$ cat src/rtl/i2c_strap_pkg.sv
package i2c_strap_pkg;

  typedef enum logic [2:0] {
    ST_IDLE,
    ST_RX,
    ST_ACK,
    ST_TX,
    ST_RACK
  } slv_state_e;

  typedef enum logic [1:0] {
    BK_ADDR,
    BK_PTR,
    BK_DATA
  } byte_kind_e;

  localparam int unsigned BYTE_W = 8;

endpackage

$ cat src/rtl/i2c_line_filter.sv
module i2c_line_filter #(
  parameter int unsigned N_LINES     = 2,
  parameter int unsigned SYNC_STAGES = 2,
  parameter int unsigned FILT_LEN    = 4
) (
  input  logic               clk_i,
  input  logic               rst_ni,
  input  logic [N_LINES-1:0] raw_i,
  output logic [N_LINES-1:0] clean_o
);

  for (genvar g = 0; g < N_LINES; g++) begin : g_line
    logic [SYNC_STAGES-1:0] sync_q;
    logic [FILT_LEN-1:0]    hist_q;
    logic                   clean_q;

    always_ff @(posedge clk_i or negedge rst_ni) begin
      if (!rst_ni) begin
        sync_q  <= '1;
        hist_q  <= '1;
        clean_q <= 1'b1;
      end else begin
        sync_q <= {sync_q[SYNC_STAGES-2:0], raw_i[g]};
        hist_q <= {hist_q[FILT_LEN-2:0], sync_q[SYNC_STAGES-1]};
        // level changes only after FILT_LEN identical samples
        if (&hist_q)       clean_q <= 1'b1;
        else if (~|hist_q) clean_q <= 1'b0;
      end
    end

    assign clean_o[g] = clean_q;
  end

endmodule

$ cat src/rtl/i2c_bus_events.sv
module i2c_bus_events (
  input  logic clk_i,
  input  logic rst_ni,
  input  logic scl_i,
  input  logic sda_i,
  output logic start_o,
  output logic stop_o,
  output logic rise_o,
  output logic fall_o
);

  logic scl_q, sda_q;

  always_ff @(posedge clk_i or negedge rst_ni) begin
    if (!rst_ni) begin
      scl_q <= 1'b1;
      sda_q <= 1'b1;
    end else begin
      scl_q <= scl_i;
      sda_q <= sda_i;
    end
  end

  assign start_o = scl_q & scl_i & sda_q & ~sda_i;
  assign stop_o  = scl_q & scl_i & ~sda_q & sda_i;
  assign rise_o  = ~scl_q & scl_i;
  assign fall_o  = scl_q & ~scl_i;

endmodule

$ cat src/rtl/strap_sampler.sv
module strap_sampler #(
  parameter int unsigned HOLD_CYC = 2
) (
  input  logic clk_i,
  input  logic rst_ni,
  input  logic trig_i,
  input  logic pad_i,
  output logic oe_o,
  output logic cap_o,
  output logic alt_o
);

  localparam int unsigned CW = $clog2(HOLD_CYC + 1);

  logic [CW-1:0] cnt_q;
  logic          alt_q;

  assign cap_o = (cnt_q == CW'(1));
  assign oe_o  = (cnt_q == '0);
  assign alt_o = alt_q;

  always_ff @(posedge clk_i or negedge rst_ni) begin
    if (!rst_ni) begin
      cnt_q <= '0;
      alt_q <= 1'b0;
    end else begin
      if (trig_i)           cnt_q <= CW'(HOLD_CYC);
      else if (cnt_q != '0) cnt_q <= cnt_q - CW'(1);
      // driver has been off for HOLD_CYC-1 cycles here
      if (cap_o) alt_q <= pad_i;
    end
  end

endmodule

$ cat src/rtl/i2c_strap_slave.sv
module i2c_strap_slave
  import i2c_strap_pkg::*;
#(
  parameter logic [6:0]  DEF_ADDR    = 7'h4C,
  parameter logic [6:0]  ALT_ADDR    = 7'h4D,
  parameter int unsigned PTR_W       = 8,
  parameter logic [7:0]  CTRL_PTR    = 8'hFF,
  parameter int unsigned SAMPLE_BIT  = 0,
  parameter int unsigned SYNC_STAGES = 2,
  parameter int unsigned FILT_LEN    = 4,
  parameter int unsigned HOLD_CYC    = 2
) (
  input  logic              clk_i,
  input  logic              rst_ni,
  input  logic              cs_ni,
  input  logic              scl_i,
  input  logic              sda_i,
  output logic              sda_oe_o,
  input  logic              sync_i,
  input  logic              strap_pad_i,
  output logic              strap_o,
  output logic              strap_oe_o,
  output logic [PTR_W-1:0]  reg_addr_o,
  output logic [BYTE_W-1:0] reg_wdata_o,
  output logic              reg_we_o,
  input  logic [BYTE_W-1:0] reg_rdata_i
);

  localparam int unsigned BIT_CW = $clog2(BYTE_W + 1);

  logic [1:0] raw_lines, clean_lines;
  logic       scl_f, sda_f;
  logic       start_p, stop_p, scl_rise, scl_fall;
  logic [SYNC_STAGES-1:0] cs_q;
  logic       cs_act;
  logic       alt_sel, cap_en;
  logic [6:0] dev_addr;

  slv_state_e        state_q;
  byte_kind_e        kind_q;
  logic [BIT_CW-1:0] bit_cnt_q;
  logic [BYTE_W-1:0] shreg_q, tx_q, wdata_q;
  logic [PTR_W-1:0]  ptr_q;
  logic              rw_q, oe_q, we_q, trig_q, mack_q;

  assign raw_lines = {sda_i, scl_i};
  assign scl_f     = clean_lines[0];
  assign sda_f     = clean_lines[1];

  i2c_line_filter #(
    .N_LINES    (2),
    .SYNC_STAGES(SYNC_STAGES),
    .FILT_LEN   (FILT_LEN)
  ) u_filter (
    .clk_i  (clk_i),
    .rst_ni (rst_ni),
    .raw_i  (raw_lines),
    .clean_o(clean_lines)
  );

  i2c_bus_events u_events (
    .clk_i  (clk_i),
    .rst_ni (rst_ni),
    .scl_i  (scl_f),
    .sda_i  (sda_f),
    .start_o(start_p),
    .stop_o (stop_p),
    .rise_o (scl_rise),
    .fall_o (scl_fall)
  );

  strap_sampler #(
    .HOLD_CYC(HOLD_CYC)
  ) u_strap (
    .clk_i (clk_i),
    .rst_ni(rst_ni),
    .trig_i(trig_q),
    .pad_i (strap_pad_i),
    .oe_o  (strap_oe_o),
    .cap_o (cap_en),
    .alt_o (alt_sel)
  );

  always_ff @(posedge clk_i or negedge rst_ni) begin
    if (!rst_ni) cs_q <= '1;
    else         cs_q <= {cs_q[SYNC_STAGES-2:0], cs_ni};
  end

  assign cs_act   = ~cs_q[SYNC_STAGES-1];
  assign dev_addr = alt_sel ? ALT_ADDR : DEF_ADDR;
  assign strap_o  = sync_i;

  always_ff @(posedge clk_i or negedge rst_ni) begin
    if (!rst_ni) begin
      state_q   <= ST_IDLE;
      kind_q    <= BK_ADDR;
      bit_cnt_q <= '0;
      shreg_q   <= '0;
      tx_q      <= '0;
      wdata_q   <= '0;
      ptr_q     <= '0;
      rw_q      <= 1'b0;
      oe_q      <= 1'b0;
      we_q      <= 1'b0;
      trig_q    <= 1'b0;
      mack_q    <= 1'b0;
    end else begin
      we_q   <= 1'b0;
      trig_q <= 1'b0;
      // pointer advances the cycle after a write strobe
      if (we_q) ptr_q <= ptr_q + PTR_W'(1);

      if (!cs_act) begin
        state_q <= ST_IDLE;
        oe_q    <= 1'b0;
      end else if (start_p) begin
        state_q   <= ST_RX;
        kind_q    <= BK_ADDR;
        bit_cnt_q <= '0;
        oe_q      <= 1'b0;
      end else if (stop_p) begin
        state_q <= ST_IDLE;
        oe_q    <= 1'b0;
      end else begin
        unique case (state_q)
          ST_RX: begin
            if (scl_rise) begin
              shreg_q   <= {shreg_q[BYTE_W-2:0], sda_f};
              bit_cnt_q <= bit_cnt_q + BIT_CW'(1);
            end else if (scl_fall && bit_cnt_q == BIT_CW'(BYTE_W)) begin
              bit_cnt_q <= '0;
              unique case (kind_q)
                BK_ADDR: begin
                  if (shreg_q[7:1] == dev_addr) begin
                    rw_q    <= shreg_q[0];
                    state_q <= ST_ACK;
                    oe_q    <= 1'b1;
                  end else begin
                    state_q <= ST_IDLE;
                  end
                end
                BK_PTR: begin
                  ptr_q   <= shreg_q[PTR_W-1:0];
                  state_q <= ST_ACK;
                  oe_q    <= 1'b1;
                end
                default: begin
                  we_q    <= 1'b1;
                  wdata_q <= shreg_q;
                  trig_q  <= (BYTE_W'(ptr_q) == CTRL_PTR) && shreg_q[SAMPLE_BIT];
                  state_q <= ST_ACK;
                  oe_q    <= 1'b1;
                end
              endcase
            end
          end
          ST_ACK: begin
            if (scl_fall) begin
              bit_cnt_q <= '0;
              if (kind_q == BK_ADDR && rw_q) begin
                tx_q    <= reg_rdata_i;
                ptr_q   <= ptr_q + PTR_W'(1);
                oe_q    <= ~reg_rdata_i[BYTE_W-1];
                state_q <= ST_TX;
              end else begin
                oe_q    <= 1'b0;
                state_q <= ST_RX;
                kind_q  <= (kind_q == BK_ADDR) ? BK_PTR : BK_DATA;
              end
            end
          end
          ST_TX: begin
            if (scl_fall) begin
              if (bit_cnt_q == BIT_CW'(BYTE_W - 1)) begin
                oe_q    <= 1'b0;
                state_q <= ST_RACK;
              end else begin
                tx_q      <= {tx_q[BYTE_W-2:0], 1'b0};
                oe_q      <= ~tx_q[BYTE_W-2];
                bit_cnt_q <= bit_cnt_q + BIT_CW'(1);
              end
            end
          end
          ST_RACK: begin
            if (scl_rise) begin
              mack_q <= ~sda_f;
            end else if (scl_fall) begin
              if (mack_q) begin
                tx_q      <= reg_rdata_i;
                ptr_q     <= ptr_q + PTR_W'(1);
                oe_q      <= ~reg_rdata_i[BYTE_W-1];
                bit_cnt_q <= '0;
                state_q   <= ST_TX;
              end else begin
                state_q <= ST_IDLE;
              end
            end
          end
          default: ;
        endcase
      end
    end
  end

  assign sda_oe_o    = oe_q;
  assign reg_addr_o  = ptr_q;
  assign reg_wdata_o = wdata_q;
  assign reg_we_o    = we_q;

endmodule

$ cat config.mk
export PLATFORM = sky130hd
export DESIGN_NAME = i2c_strap_slave
export DESIGN_NICKNAME = d
export VERILOG_FILES = /design/src/rtl/i2c_strap_pkg.sv /design/src/rtl/i2c_line_filter.sv /design/src/rtl/i2c_bus_events.sv /design/src/rtl/strap_sampler.sv /design/src/rtl/i2c_strap_slave.sv
export SDC_FILE = /design/constraint.sdc
export NUM_CORES = 1
export LEC_CHECK = 0
export ABC_AREA = 1
export CORE_MARGIN = 5
export CORE_UTILIZATION = 39
export DETAILED_ROUTE_END_ITERATION = 10
export PLACE_DENSITY = 0.59
export SETUP_SLACK_MARGIN = 0.4
export SYNTH_ARGS = -nofsm -noshare
export SYNTH_HDL_FRONTEND = slang
export SYNTH_SLANG_ARGS = --single-unit
export TNS_END_PERCENT = 100
$ cat constraint.sdc
create_clock -name clk_i -period 1.8 [get_ports clk_i]
set_clock_uncertainty 0.1 [all_clocks]
set_input_delay 0.18 -clock clk_i [delete_from_list [all_inputs] [get_ports clk_i]]
set_output_delay 0.18 -clock clk_i [all_outputs]
set_load 0.02 [all_outputs]
; ---- Yosys cells after proc, flatten, opt, wreduce, memory -nomap -nowiden
; Cells that the tools add are included.
[classes]
add_sub_neg = 3
n_reduce_logical = 26
n_shift = 0
eq_ne = 37
div_mod_pow = 0
order_cmp = 0
mul = 0
n_mux = 89
bitwise = 18
[op_table]
columns = operator, count
row1 = 2-to-1 mux 8 bit, 12
row2 = 2-to-1 mux 7 bit, 7
row3 = 2-to-1 mux 4 bit, 10
row4 = "inequality test 5 bit, second input constant", 8
row5 = 2-to-1 mux 1 bit, 33
row6 = 2-to-1 mux 3 bit, 11
row7 = case mux 8 bit (3 select lines), 1
row8 = 2-to-1 mux 2 bit, 11
row9 = case mux 7 bit (3 select lines), 1
row10 = "inequality test 2 bit, second input constant", 9
row11 = "inequality test 3 bit, second input constant", 6
row12 = case mux 4 bit (4 select lines), 1
row13 = AND reduction 8 bit, 2
row14 = AND reduction 5 bit, 3
row15 = case mux 3 bit (4 select lines), 1
row16 = inverter 1 bit, 11
row17 = AND reduction 11 bit, 1
row18 = AND reduction 10 bit, 1
row19 = AND reduction 9 bit, 1
row20 = "adder 8 x 1 -> 8 bit, second input constant", 1
row21 = "equality test 8 bit, second input constant", 1
row22 = AND reduction 4 bit, 2
row23 = nonzero test 2 bit, 4
row24 = OR reduction 4 bit, 2
row25 = other kinds (21), 33
[word_totals]
reg_bits = 66
output_inout_bits = 20
wordCells = 196
memories = 0
latchBits = 0
ramBits = 0
mem_bits_ro = 0

; ---- Depth between registers and ports, before layout
; Gate-level depths: netlist (run 1).
[depth]
ltp_word = 10
ltp_mapped = 11

; ---- Hierarchy
; Synthesis (run 1) repeated with hierarchy kept, for this count alone.
[unflattened]
cells_unflattened = 502
hier_area_um2 = 3732.3
[by_module_without_submodules]
columns = module, cells_per_inst, area_each_um2, seq_area_each_um2, instances
row1 = i2c_strap_slave, 442, 3047.9, 1178.6, 1
row2 = i2c_line_filter, 28, 432.9, 367.9, 1
row3 = strap_sampler, 19, 157.7, 75.1, 1
row4 = i2c_bus_events, 13, 93.8, 52.6, 1

; ---- Worst setup path before layout (run 1)
; No wires, ideal clock.
[synth_path]
kind = reg2reg
from = reg bit_cnt_q[0]
to = reg trig_q
t_required_ns = 1.604
synth_period_minus_slack_ns = 1.677
t_arrival_ns = 1.481
path_slack_ns = 0.123
path_buffers = 1
stages_incl_launch_ff = 10
cell_sequence = dfrtp_1 > inv_1 > ha_1 > nand3_1 > nor2_4 > inv_1 > nor2_2 > nand4_2 > buf_2 > nor4_2
[synth_between]
elab_chain_len = 8
[synth_rtl]
columns = item, line
row1 = from (decl), i2c_strap_slave.sv:41  ; logic [BIT_CW-1:0] bit_cnt_q;
row2 = from (signal assigned), i2c_strap_slave.sv:129  ; bit_cnt_q <= bit_cnt_q + BIT_CW'(1);
row3 = from (signal assigned), i2c_strap_slave.sv:180  ; bit_cnt_q <= bit_cnt_q + BIT_CW'(1);
row4 = equality test 4 bit, i2c_strap_slave.sv:130  ; end else if (scl_fall && bit_cnt_q == BIT_CW'(BYTE_W)) begin
row5 = logical AND 1 bit, i2c_strap_slave.sv:130
row6 = 2-to-1 mux 1 bit, i2c_strap_slave.sv:130
row7 = 2-to-1 mux 1 bit, i2c_strap_slave.sv:127  ; if (scl_rise) begin
row8 = 2-to-1 mux 1 bit, i2c_strap_slave.sv:125  ; unique case (state_q)
row9 = 2-to-1 mux 1 bit, i2c_strap_slave.sv:121  ; end else if (stop_p) begin
row10 = 2-to-1 mux 1 bit, i2c_strap_slave.sv:116  ; end else if (start_p) begin
row11 = 2-to-1 mux 1 bit, i2c_strap_slave.sv:113  ; if (!cs_act) begin
row12 = to (signal assigned), i2c_strap_slave.sv:150  ; trig_q <= (BYTE_W'(ptr_q) == CTRL_PTR) && shreg_q[SAMPLE_BIT];
row13 = to (decl), i2c_strap_slave.sv:44  ; logic rw_q, oe_q, we_q, trig_q, mack_q;
; Every way passes these cells.
; A chain may end at the register's enable or synchronous reset.

; ---- Worst setup path in the final report (run 1)
[layout_path]
from = reg u_filter.g_line[1].clean_q
to = reg ptr_q[5] (netlist: reg_addr_o[5])
[layout_between]
elab_chain_len = 4
elab_cells_between_ends = 6
classes_between = mux (3) / bitwise (3)
[layout_rtl]
columns = item, line
row1 = from (decl), i2c_line_filter.sv:15  ; logic clean_q;
row2 = from (signal assigned), i2c_line_filter.sv:21  ; clean_q <= 1'b1;
row3 = from (signal assigned), i2c_line_filter.sv:26  ; if (&hist_q) clean_q <= 1'b1;
row4 = from (signal assigned), i2c_line_filter.sv:27  ; else if (~|hist_q) clean_q <= 1'b0;
row5 = AND 1 bit or inverter 1 bit (tied branches), "i2c_bus_events.sv:25, i2c_bus_events.sv:24"
row6 = 2-to-1 mux 8 bit or AND 1 bit (tied branches), "i2c_strap_slave.sv:121, i2c_bus_events.sv:24"
row7 = 2-to-1 mux 8 bit *, i2c_strap_slave.sv:116
row8 = 2-to-1 mux 8 bit *, i2c_strap_slave.sv:113
row9 = to (signal assigned), i2c_strap_slave.sv:111  ; if (we_q) ptr_q <= ptr_q + PTR_W'(1);
row10 = to (signal assigned), i2c_strap_slave.sv:143  ; ptr_q <= shreg_q[PTR_W-1:0];
row11 = to (signal assigned), i2c_strap_slave.sv:162  ; ptr_q <= ptr_q + PTR_W'(1);
row12 = to (decl), i2c_strap_slave.sv:43  ; logic [PTR_W-1:0] ptr_q;
; Every way passes the cells marked *; elsewhere a longest branch is shown, timed or not.

==> impl_metrics.prom, run 1 <==
# TYPE chip_impl_metric gauge
chip_impl_metric{name="viasPerCell",unit=""} 4.97
chip_impl_info{name="tritoncts_clock_tree",value="built"} 1
chip_impl_metric{name="synth.top_cell.area_share",unit=""} 0.364
chip_impl_metric{name="clock_tree.buffer_depth",unit=""} 2
chip_impl_metric{name="cts.sinks",unit=""} 66
chip_impl_metric{name="fin_nets",unit=""} 525
chip_impl_info{name="yosys.area.top_type",value="dfrtp_1"} 1
chip_impl_metric{name="first_pass_iters",unit=""} 4
chip_impl_metric{name="layout-drive-gt1-share",unit=""} 0.355
chip_impl_metric{name="io_pins",unit=""} 35
chip_impl_metric{name="peakVddDrop",unit="µV"} 638
chip_impl_metric{name="finalHoldWorstSlack",unit="ns"} 0.130
chip_impl_metric{name="antenna_cells_inserted",unit=""} 0
chip_impl_info{name="worst-setup-path-type",value="flip-flop to flip-flop"} 1
chip_impl_metric{name="critical-path-max-stage-delay",unit="ns"} 0.56
chip_impl_metric{name="worstPathMaxFanout",unit=""} 8
chip_impl_metric{name="die_area",unit="µm²"} 10400
chip_impl_metric{name="die_w",unit="µm"} 102
chip_impl_metric{name="synthesis.instances",unit=""} 413
chip_impl_metric{name="grt_max_degree",unit=""} 67
chip_impl_metric{name="max_clock_freq",unit="GHz"} 0.586
chip_impl_metric{name="worst-path-buf-inv",unit=""} 3
chip_impl_metric{name="area.growth.synth_to_final",unit="%"} 42.0
chip_impl_metric{name="period_share",unit=""} 0.949
chip_impl_metric{name="gp_congestion",unit=""} 0.910
chip_impl_metric{name="start_util",unit=""} 0.401
chip_impl_info{name="slowest_stage",value="dfstp_2"} 1
chip_impl_metric{name="grt_remaining_overflow",unit=""} 0
chip_impl_metric{name="report.final.slew_viol_count",unit=""} 0
chip_impl_metric{name="cp_data_required_time",unit="ns"} 1.94
chip_impl_info{name="hp-class",value="input port to flip-flop"} 1
chip_impl_metric{name="synthDistinctLibCells",unit=""} 33
chip_impl_info{name="status",value="finished, final reports clean"} 1
chip_impl_metric{name="worst_r2r_path_depth",unit=""} 9
chip_impl_metric{name="static-leakage-power",unit="µW"} 0.00227
chip_impl_metric{name="detail-route-antenna-nets",unit=""} 0
chip_impl_metric{name="rows",unit=""} 33
chip_impl_metric{name="detail_route.iter0.violations",unit=""} 158
chip_impl_metric{name="synthesis.yosys.warnings",unit=""} 0
chip_impl_info{name="crit_family",value="simple AND/OR/NAND/NOR gates"} 1
chip_impl_metric{name="worst_pin_slew",unit="ns"} 0.360
chip_impl_metric{name="fin_setup_tns",unit="ns"} 0
chip_impl_metric{name="wire_length_of_the_first_global_routing_pass",unit="µm"} 13400
chip_impl_metric{name="worstSetupPathDepth",unit=""} 9
chip_impl_metric{name="hold_viol",unit=""} 0
chip_impl_info{name="hold_path_startpoint",value="sda_i"} 1
chip_impl_metric{name="clkLatencyLatePin",unit="ns"} 0.35
chip_impl_metric{name="synth_area",unit="µm²"} 3300
chip_impl_metric{name="max_cap_viol_count",unit=""} 0
chip_impl_info{name="endpoint_kind",value="flip-flop"} 1
chip_impl_info{name="clk_root_buffer_cell",value="clkbuf_8"} 1
chip_impl_metric{name="period_minus_ws_final",unit="ns"} 1.71
chip_impl_metric{name="antenna_found_initial",unit=""} 0
chip_impl_metric{name="setup_viol",unit=""} 0
chip_impl_info{name="critical_path.cell_chain",value="buf_12 > buf_6 > nor3_4 > nor2_4 > inv_2 > nor2_4 > nand3_4 > nand3_2 > nand2_1"} 1
chip_impl_metric{name="synth_sequential_area_ratio",unit=""} 0.508
chip_impl_metric{name="cts-htree-levels",unit=""} 3
chip_impl_info{name="cpMostUsedCell",value="nor2_4"} 1
chip_impl_metric{name="cts.reportedPaths.clkPinSlew",unit="ns"} 0.07
chip_impl_metric{name="p_per_area",unit="nW/µm²"} 1020
chip_impl_metric{name="wire_length_after_detailed_routing",unit="µm"} 8390
chip_impl_metric{name="synth_area_per_cell",unit="µm²"} 7.98
chip_impl_info{name="synth_area_leaders",value="dfrtp_1 (36%), nand2_1 (15%), dfstp_2 (14%)"} 1
chip_impl_metric{name="numPortBuffers",unit=""} 32
chip_impl_metric{name="synth.net_count",unit=""} 433
chip_impl_metric{name="max_slew_margin",unit=""} 0.760
chip_impl_info{name="worstSetupStartpointType",value="flip-flop"} 1
chip_impl_metric{name="route.detailed.drc",unit=""} 0
chip_impl_info{name="worstSetupStartpoint",value="u_filter.g_line[1].clean_q"} 1
chip_impl_metric{name="hold_depth",unit=""} 1
chip_impl_metric{name="routedWlPerCell",unit="µm"} 13.6
chip_impl_metric{name="crit_arrival",unit="ns"} 1.85
chip_impl_metric{name="gr-usage-all-layers",unit=""} 0.165
chip_impl_metric{name="hpwlAfterDp",unit="µm"} 5380
chip_impl_info{name="layout_commonest_cell",value="nand2_1"} 1
chip_impl_info{name="crit-reg2reg-launch",value="u_filter.g_line[1].clean_q"} 1
chip_impl_metric{name="fp.coreArea",unit="µm²"} 8220
chip_impl_info{name="mostFrequentLayoutCells",value="nand2_1 (108), buf_4 (44), dfrtp_1 (42)"} 1
chip_impl_metric{name="number_of_global_route_vias_before_repair",unit=""} 2932
chip_impl_metric{name="fillers",unit=""} 763
chip_impl_metric{name="vias",unit=""} 3056
chip_impl_metric{name="chipHeight",unit="µm"} 102
chip_impl_info{name="grt_setup_unrepaired",value="yes"} 1
chip_impl_metric{name="cts_made_buffers",unit=""} 9
chip_impl_metric{name="synth_seq_cells",unit=""} 66
per-stage QoR:
stage,power [µW],setup WS [ns],cells,instance area [µm²],util
finish,4790,0.0923,615,4680,0.569
global route,5060,-0.00419,615,4680,0.569
CTS,4560,0.0983,597,4420,0.538
detailed placement,3050,-0.0390,563,3970,0.483
global placement,3040,-0.0614,563,3970,0.483
floorplan,2620,0.201,413,3380,-
cell type report:
class,instances,area [µm²],share of cell area
clock buffer,10,128,0.0273
clock inverter,6,66.3,0.0142
inverter,53,201,0.0431
multi-input combinational,289,1700,0.364
sequential,66,1680,0.359
tap,105,131,0.0281
timing repair buffer,86,767,0.164
worst reg2reg max path, delay by kind of cell (launching register included):
family,cells,cell delay [ns]
flops,1,0.56
buf+inv,3,0.27
simple gates,6,0.67
sequential cells by signal, indices dropped and copies added, names as in the netlist, 2 cells and up:
name	flops
bit_cnt_q	4
cs_q	2
kind_q	2
reg_addr_o	8
reg_wdata_o	8
shreg_q	8
state_q	3
tx_q	7
u_filter.g_line.clean_q	2
u_filter.g_line.hist_q	8
u_filter.g_line.sync_q	4
u_strap.cnt_q	2
power breakdown:
part | switching [µW] | internal (µW) | total [µW]
Sequential | 136 | 1670 | 1810
Clock | 614 | 642 | 1260
Combinational | 1010 | 720 | 1730
Total | 1760 | 3030 | 4790
final timing paths:
kind,to,slack [ns]
worst max-delay path,reg_addr_o[5],0.09
max in group asynchronous,cs_q[0],1.00
worst min-delay path,u_filter.g_line[1].sync_q[0],0.13
worst min register to register,u_filter.g_line[0].hist_q[0],0.26
worst max register to register,reg_addr_o[5],0.09
min in group asynchronous,reg_wdata_o[0],0.26
kinds of logic after synthesis:
group,count (synthesis),share of synthesized area
DFF,66,0.508
and+or+nand+nor,215,0.285
buffers and inverters,59,0.0699
xor gates and xnor gates,6,0.0159
adders and majority gates,5,0.0190
muxes,1,0.00342
AOI/OAI and AO/OA,61,0.0983
cells in the mapped netlist (all sizes together):
cell	n
a21o	1
a21oi	11
a22oi	1
dfrtp	48
o22ai	2
o31ai	2
clkbuf	3
nand3	22
buf	3
o21ai	41
xor2	6
mux2	1
a31oi	1
ha	5
nor3	3
nand2	132
dfstp	18
o211ai	1
nand4	10
inv	53
o21bai	1
nor2	44
nor4	4
timing repair:
action | 4_1_cts | 5_1_grt
pin swaps | 22 | 27
hold buffers | 1 | 0
gates cloned | 0 | 1
resized for setup | 75 | 45
endpoints found under the setup margin | 64 | 49
buffers inserted | 17 | 17
hold endpoints to repair | 48 | 0
metal layers:
metal | track usage | wire length [µm]
met5 | 0 | 0
met1 | 0.203 | 3630
met3 | 0.0294 | 372
met4 | 0.0797 | 252
met2 | 0.280 | 4140
Power figures use the tool's default switching activity.
==> run 2: changes to the inputs <==
--- a/config.mk
+++ b/config.mk
@@ -6,10 +6,13 @@
 export NUM_CORES = 1
 export LEC_CHECK = 0
 export ABC_AREA = 1
+export CELL_PAD_IN_SITES_DETAIL_PLACEMENT = 1
+export CELL_PAD_IN_SITES_GLOBAL_PLACEMENT = 1
 export CORE_MARGIN = 5
 export CORE_UTILIZATION = 39
 export DETAILED_ROUTE_END_ITERATION = 10
-export PLACE_DENSITY = 0.59
+export GPL_TIMING_DRIVEN = 0
+export PLACE_DENSITY = 0.75
 export SETUP_SLACK_MARGIN = 0.4
 export SYNTH_ARGS = -nofsm -noshare
 export SYNTH_HDL_FRONTEND = slang
==> run 2 against run 1 <==
Net effect: the flow now finishes with violations (negative setup slack); critical path depth shrank 1; die area is the same; cell area is the same; count of clock-buffer cells in the layout is the same; non-clock buffer count shrank 5; via count grew 1.2%; register-to-register slack lost 0.09 ns; first-iteration DRC count shrank 46%; critical endpoint is now tx_q[6]; largest cell class unchanged.
==> impl_metrics.prom, run 2 (synthesis results as in run 1) <==
# TYPE chip_impl_metric gauge
chip_impl_info{name="clk_root_buffer_cell",value="clkbuf_8"} 1
chip_impl_metric{name="worst_pin_slew",unit="ns"} 0.833
chip_impl_info{name="worstSetupStartpoint",value="u_filter.g_line[0].clean_q"} 1
chip_impl_metric{name="static-leakage-power",unit="µW"} 0.00226
chip_impl_metric{name="period_share",unit=""} 1.00
chip_impl_metric{name="wire_length_after_detailed_routing",unit="µm"} 9570
chip_impl_metric{name="cp_data_required_time",unit="ns"} 1.96
chip_impl_metric{name="wire_length_of_the_first_global_routing_pass",unit="µm"} 15300
chip_impl_metric{name="cts-htree-levels",unit=""} 3
chip_impl_metric{name="gp_congestion",unit=""} 0.838
chip_impl_metric{name="max_cap_viol_count",unit=""} 0
chip_impl_info{name="worstSetupStartpointType",value="flip-flop"} 1
chip_impl_info{name="status",value="finished, violations left"} 1
chip_impl_metric{name="antenna_cells_inserted",unit=""} 0
chip_impl_metric{name="setup_ws",unit="ns"} -0.00103
chip_impl_metric{name="rows",unit=""} 33
chip_impl_metric{name="summed_area_of_non_filler_cells_in_the_final_layout",unit="µm²"} 4680
chip_impl_info{name="layout_commonest_cell",value="nand2_1"} 1
chip_impl_metric{name="chipHeight",unit="µm"} 102
chip_impl_info{name="worst-setup-path-type",value="flip-flop to flip-flop"} 1
chip_impl_metric{name="final_total_pwr",unit="µW"} 4730
chip_impl_info{name="endpoint_kind",value="flip-flop"} 1
chip_impl_info{name="hp-class",value="input port to flip-flop"} 1
chip_impl_metric{name="place_area",unit="µm²"} 3840
chip_impl_info{name="crit-reg2reg-launch",value="u_filter.g_line[0].clean_q"} 1
chip_impl_metric{name="grt_max_degree",unit=""} 67
chip_impl_metric{name="max_clock_freq",unit="GHz"} 0.555
chip_impl_metric{name="die_w",unit="µm"} 102
chip_impl_metric{name="layout-drive-gt1-share",unit=""} 0.359
chip_impl_metric{name="worstPathMaxFanout",unit=""} 5
chip_impl_metric{name="p_per_area",unit="nW/µm²"} 1010
chip_impl_metric{name="vias",unit=""} 3092
chip_impl_metric{name="area.growth.synth_to_final",unit="%"} 42.0
chip_impl_metric{name="viasPerCell",unit=""} 5.08
chip_impl_metric{name="routedWlPerCell",unit="µm"} 15.7
chip_impl_metric{name="grt_util_met1",unit=""} 0.225
chip_impl_metric{name="route.detailed.drc",unit=""} 0
chip_impl_metric{name="fin_nets",unit=""} 519
chip_impl_metric{name="use_met2",unit=""} 0.336
chip_impl_info{name="failed_checks",value="negative setup slack"} 1
chip_impl_metric{name="hold_viol",unit=""} 0
chip_impl_info{name="grt_setup_unrepaired",value="yes"} 1
chip_impl_metric{name="cts_made_buffers",unit=""} 9
chip_impl_metric{name="grt_util_met3",unit=""} 0.0389
chip_impl_metric{name="antenna_found_initial",unit=""} 0
chip_impl_metric{name="max_slew_margin",unit=""} 0.445
chip_impl_metric{name="footprint_of_the_multi_input_gates",unit="µm²"} 1720
chip_impl_metric{name="regToRegSetupSlack",unit="ns"} -0.001
chip_impl_metric{name="peakVddDrop",unit="µV"} 509
chip_impl_info{name="tritoncts_clock_tree",value="built"} 1
chip_impl_metric{name="fp.coreArea",unit="µm²"} 8220
chip_impl_metric{name="report.final.slew_viol_count",unit=""} 0
chip_impl_metric{name="die_area",unit="µm²"} 10400
chip_impl_metric{name="numPortBuffers",unit=""} 33
chip_impl_metric{name="crit_arrival",unit="ns"} 1.96
chip_impl_metric{name="fillers",unit=""} 968
chip_impl_metric{name="setup_viol",unit=""} 1
chip_impl_metric{name="cts.reportedPaths.clkPinSlew",unit="ns"} 0.07
chip_impl_metric{name="final-seq-area",unit="µm²"} 1680
chip_impl_metric{name="first_pass_iters",unit=""} 4
chip_impl_metric{name="finalHoldWorstSlack",unit="ns"} 0.135
chip_impl_metric{name="gr-usage-all-layers",unit=""} 0.187
chip_impl_metric{name="detail_route.iter0.violations",unit=""} 85
chip_impl_metric{name="period_minus_ws_final",unit="ns"} 1.80
chip_impl_metric{name="clock_tree.buffer_depth",unit=""} 2
chip_impl_metric{name="start_util",unit=""} 0.401
chip_impl_metric{name="grt_remaining_overflow",unit=""} 0
chip_impl_metric{name="cts.sinks",unit=""} 66
chip_impl_metric{name="io_pins",unit=""} 35
chip_impl_metric{name="number_of_global_route_vias_before_repair",unit=""} 3190
chip_impl_metric{name="clkLatencyLatePin",unit="ns"} 0.34
chip_impl_info{name="global_route.peak_usage_layer",value="met2"} 1
chip_impl_info{name="mostFrequentLayoutCells",value="nand2_1 (102), dfrtp_1 (41), inv_1 (37)"} 1
chip_impl_info{name="hold_path_startpoint",value="sda_i"} 1
chip_impl_metric{name="detail-route-antenna-nets",unit=""} 0
chip_impl_metric{name="hpwlAfterDp",unit="µm"} 6050
==> run 2: cell count changes in the layout (fill, tap and decap cells not counted), moves of 3 or more <==
cell and delta:
nor2_4 +3, nand2_4 +5, buf_6 +6, nand2_1 -6, clkinv_4 +3, clkinvlp_4 -3
buf_4 -12, nor2_2 -3, o21ai_2 +3
==> run 2: critical path: stages (launching register included) <==
cell and delay, ns:
dfstp_2 0.60, nand2_2 0.10, o21ai_2 0.26, nor2_4 0.11
buf_12 0.14, nand4_4 0.11, buf_6 0.13, nor2_1 0.04
a21oi_1 0.13
==> run 2: report_power, final <==
part	leakage (µW)	switching, µW	internal [µW]
Clock	0.000101	612	646
Combinational	0.00134	976	653
Sequential	0.000813	169	1680
==> run 2: per-stage QoR <==
step | cells | setup slack (ns) | TNS, ns | utilization
detailed placement | 551 | -0.205 | -2.74 | 0.467
global route | 609 | -0.117 | -2.55 | 0.569
CTS | 592 | 0.0447 | 0 | 0.526
floorplan | 413 | 0.201 | 0 | -
finish | 609 | -0.00103 | -0.00103 | 0.569
global placement | 551 | -1.97 | -102.27 | 0.467
==> run 2: layer usage <==
metal  share of wire  up-vias
met1            0.40     1536
met3           0.030       16
li1                -     1491
met2            0.55       49
met4           0.020        0
met5               0        -
==> run 2: worst paths after layout <==
path	end	cells after the start
max	tx_q[6]	8
min	u_filter.g_line[1].sync_q[0]	1
max reg2reg	tx_q[6]	8
min reg2reg	cs_q[1]	0
max in group asynchronous	reg_addr_o[0]	2
min in group asynchronous	u_strap.cnt_q[0]	2
==> run 2: final cells by class <==
class | instances | share of cell area
Buffer | 6 | 0.0104
Clock buffer | 10 | 0.0273
Clock inverter | 6 | 0.0144
Inverter | 53 | 0.0436
Multi-Input combinational cell | 288 | 0.369
Sequential cell | 66 | 0.360
Tap cell | 105 | 0.0281
Timing Repair Buffer | 75 | 0.148
==> run 2: repair_timing <==
action,in CTS,in global routing
endpoints found under the setup margin,64,53
hold buffers,1,0
buffers inserted,24,15
resized for setup,60,85
endpoints found under the hold margin,48,0
pin swaps,14,20
gates cloned,0,2
==> run 3: changes to the inputs <==
--- a/config.mk
+++ b/config.mk
@@ -9,10 +9,10 @@
 export CELL_PAD_IN_SITES_DETAIL_PLACEMENT = 1
 export CELL_PAD_IN_SITES_GLOBAL_PLACEMENT = 1
 export CORE_MARGIN = 5
-export CORE_UTILIZATION = 39
+export CORE_UTILIZATION = 42
 export DETAILED_ROUTE_END_ITERATION = 10
 export GPL_TIMING_DRIVEN = 0
-export PLACE_DENSITY = 0.75
+export PLACE_DENSITY = 0.79
 export SETUP_SLACK_MARGIN = 0.4
 export SYNTH_ARGS = -nofsm -noshare
 export SYNTH_HDL_FRONTEND = slang
==> run 3 against run 2 <==
Net effect: the run still ends with negative setup slack left; register-to-register slack got worse by 0.04 ns; first-iteration DRC count decreased by 4.7%; die area decreased by 6.5%; flip-flop and latch count unchanged; final cell count increased by 0.16%; critical path depth unchanged; total power increased by 6.1%.
==> impl_metrics.prom, run 3 (synthesis results as in run 1) <==
# TYPE chip_impl_metric gauge
chip_impl_metric{name="period_share",unit=""} 1.02
chip_impl_metric{name="hold_viol",unit=""} 0
chip_impl_metric{name="wire_length_after_detailed_routing",unit="µm"} 10300
chip_impl_info{name="clk_root_buffer_cell",value="clkbuf_8"} 1
chip_impl_metric{name="wire_length_of_the_first_global_routing_pass",unit="µm"} 15400
chip_impl_info{name="tritoncts_clock_tree",value="built"} 1
chip_impl_metric{name="clock_tree.buffer_depth",unit=""} 2
chip_impl_metric{name="finalHoldWorstSlack",unit="ns"} 0.127
chip_impl_metric{name="peakVddDrop",unit="µV"} 541
chip_impl_metric{name="routedWlPerCell",unit="µm"} 16.9
chip_impl_metric{name="max_slew_margin",unit=""} 0.432
chip_impl_metric{name="post-route-util",unit=""} 0.613
chip_impl_metric{name="summed_area_of_non_filler_cells_in_the_final_layout",unit="µm²"} 4710
chip_impl_metric{name="worst_pin_slew",unit="ns"} 0.852
chip_impl_metric{name="place_area",unit="µm²"} 3830
chip_impl_info{name="grt_setup_unrepaired",value="yes"} 1
chip_impl_metric{name="setup_ws",unit="ns"} -0.0381
chip_impl_metric{name="io_pins",unit=""} 35
chip_impl_metric{name="fin_setup_tns",unit="ns"} -0.0381
chip_impl_metric{name="fin_nets",unit=""} 523
chip_impl_metric{name="static-leakage-power",unit="µW"} 0.00230
chip_impl_metric{name="power_report.internal_total",unit="µW"} 3090
chip_impl_metric{name="power.sequential.fraction",unit=""} 0.369
chip_impl_metric{name="detailedPlace.worstSlack",unit="ns"} -0.145
chip_impl_metric{name="detail-route-antenna-nets",unit=""} 0
chip_impl_info{name="worst-setup-path-type",value="flip-flop to flip-flop"} 1
chip_impl_metric{name="grt_remaining_overflow",unit=""} 0
chip_impl_metric{name="viasPerCell",unit=""} 5.24
chip_impl_metric{name="chipHeight",unit="µm"} 98.6
chip_impl_metric{name="numPortBuffers",unit=""} 33
chip_impl_metric{name="die_area",unit="µm²"} 9720
chip_impl_metric{name="p_per_area",unit="nW/µm²"} 1060
chip_impl_metric{name="grt_max_degree",unit=""} 67
chip_impl_metric{name="power_switching",unit="µW"} 1930
chip_impl_metric{name="worstPathMaxFanout",unit=""} 5
chip_impl_metric{name="start_util",unit=""} 0.429
chip_impl_info{name="layout_commonest_cell",value="nand2_1"} 1
chip_impl_metric{name="first_pass_iters",unit=""} 4
chip_impl_metric{name="detail_route.iter0.violations",unit=""} 81
chip_impl_metric{name="max_clock_freq",unit="GHz"} 0.544
chip_impl_metric{name="report.final.slew_viol_count",unit=""} 0
chip_impl_metric{name="fp.coreArea",unit="µm²"} 7690
chip_impl_info{name="hp-class",value="input port to flip-flop"} 1
chip_impl_metric{name="die_w",unit="µm"} 98.6
chip_impl_metric{name="antenna_cells_inserted",unit=""} 0
chip_impl_metric{name="max_cap_viol_count",unit=""} 0
chip_impl_metric{name="clkLatencyLatePin",unit="ns"} 0.35
chip_impl_metric{name="cts.reportedPaths.clkPinSlew",unit="ns"} 0.08
chip_impl_metric{name="power_frac_clock",unit=""} 0.258
chip_impl_metric{name="cts-htree-levels",unit=""} 3
chip_impl_metric{name="p_sw_frac",unit=""} 0.384
chip_impl_metric{name="vias",unit=""} 3197
chip_impl_metric{name="rows",unit=""} 32
chip_impl_info{name="failed_checks",value="negative setup slack"} 1
chip_impl_info{name="worstSetupStartpointType",value="flip-flop"} 1
chip_impl_metric{name="number_of_global_route_vias_before_repair",unit=""} 3186
chip_impl_info{name="endpoint_kind",value="flip-flop"} 1
chip_impl_info{name="status",value="finished, violations left"} 1
chip_impl_metric{name="cts_made_buffers",unit=""} 9
chip_impl_metric{name="gr-usage-all-layers",unit=""} 0.196
chip_impl_info{name="mostFrequentLayoutCells",value="nand2_1 (101), dfrtp_1 (41), buf_4 (40)"} 1
chip_impl_metric{name="share_comb_of_total_power",unit=""} 0.372
chip_impl_metric{name="cp_data_required_time",unit="ns"} 1.94
chip_impl_metric{name="setup_viol",unit=""} 1
chip_impl_metric{name="route.detailed.drc",unit=""} 0
chip_impl_metric{name="area.growth.synth_to_final",unit="%"} 42.9
chip_impl_metric{name="crit_arrival",unit="ns"} 1.98
chip_impl_metric{name="cts.sinks",unit=""} 66
chip_impl_metric{name="period_minus_ws_final",unit="ns"} 1.84
chip_impl_metric{name="hpwlAfterDp",unit="µm"} 5940
chip_impl_metric{name="gp_congestion",unit=""} 0.811
chip_impl_metric{name="antenna_found_initial",unit=""} 0
chip_impl_metric{name="layout-drive-gt1-share",unit=""} 0.372
run 3: path summary, 6_finish.rpt:
| check | startpoint | end | slack [ns] | depth (start not counted) |
|---|---|---|---|---|
| max in group asynchronous | rst_ni | reg_addr_o[1] | 0.62 | 2 |
| min reg2reg | cs_q[0] | cs_q[1] | 0.26 | 0 |
| max | u_filter.g_line[1].clean_q | sda_oe_o | -0.04 | 8 |
| min in group asynchronous | rst_ni | u_strap.cnt_q[0] | 0.38 | 2 |
| min | sda_i | u_filter.g_line[1].sync_q[0] | 0.13 | 1 |
| max reg2reg | u_filter.g_line[1].clean_q | sda_oe_o | -0.04 | 8 |
run 3: per-layer routing:
metal / track usage / up-vias / wire length, µm
met5: 0 / - / 0
met3: 0.0460 / 24 / 319
met2: 0.361 / 62 / 5570
li1: - / 1504 / -
met1: 0.229 / 1607 / 4060
met4: 0.0473 / 0 / 336
run 3: per-stage QoR:
| stage | power, µW | instances |
|---|---|---|
| after floorplan | 2620 | 413 |
| after global routing | 5300 | 610 |
| final | 5020 | 610 |
| after CTS | 4630 | 592 |
| after global placement | 2910 | 548 |
| after detailed placement | 2970 | 548 |
run 3: final cells by class:
class | instances | area [µm²]
Inverter | 53 | 201
Buffer | 6 | 56.3
Sequential cell | 66 | 1680
Clock buffer | 9 | 124
Clock inverter | 7 | 76.3
Fill cell | 913 | 2980
Tap cell | 102 | 128
Timing Repair Buffer | 79 | 682
Multi-Input combinational cell | 288 | 1760
run 3: power by group through the flow:
stage	registers, µW	logic (µW)	clock network (µW)
4_1_cts	1830	1480	1320
6_report	1850	1870	1300
2_1_floorplan	1820	800	0
3_5_place_dp	1850	1120	0
5_1_grt	1880	2020	1400
3_3_place_gp	1840	1080	0
run 3: repair_timing:
action | CTS | global route
gates cloned | 0 | 1
endpoints found under the setup margin | 64 | 50
endpoints found under the hold margin | 48 | 0
pin swaps | 15 | 20
setup buffers | 27 | 17
hold buffers | 1 | 0
gates resized for setup | 79 | 65
run 3: critical path, cell delays in order (launching register included):
cell	delay, ns
dfstp_2	0.61
inv_1	0.09
nand4_1	0.16
nand3_1	0.13
nor2_1	0.23
nor2_4	0.10
buf_4	0.14
nand4_1	0.09
nand2_1	0.07
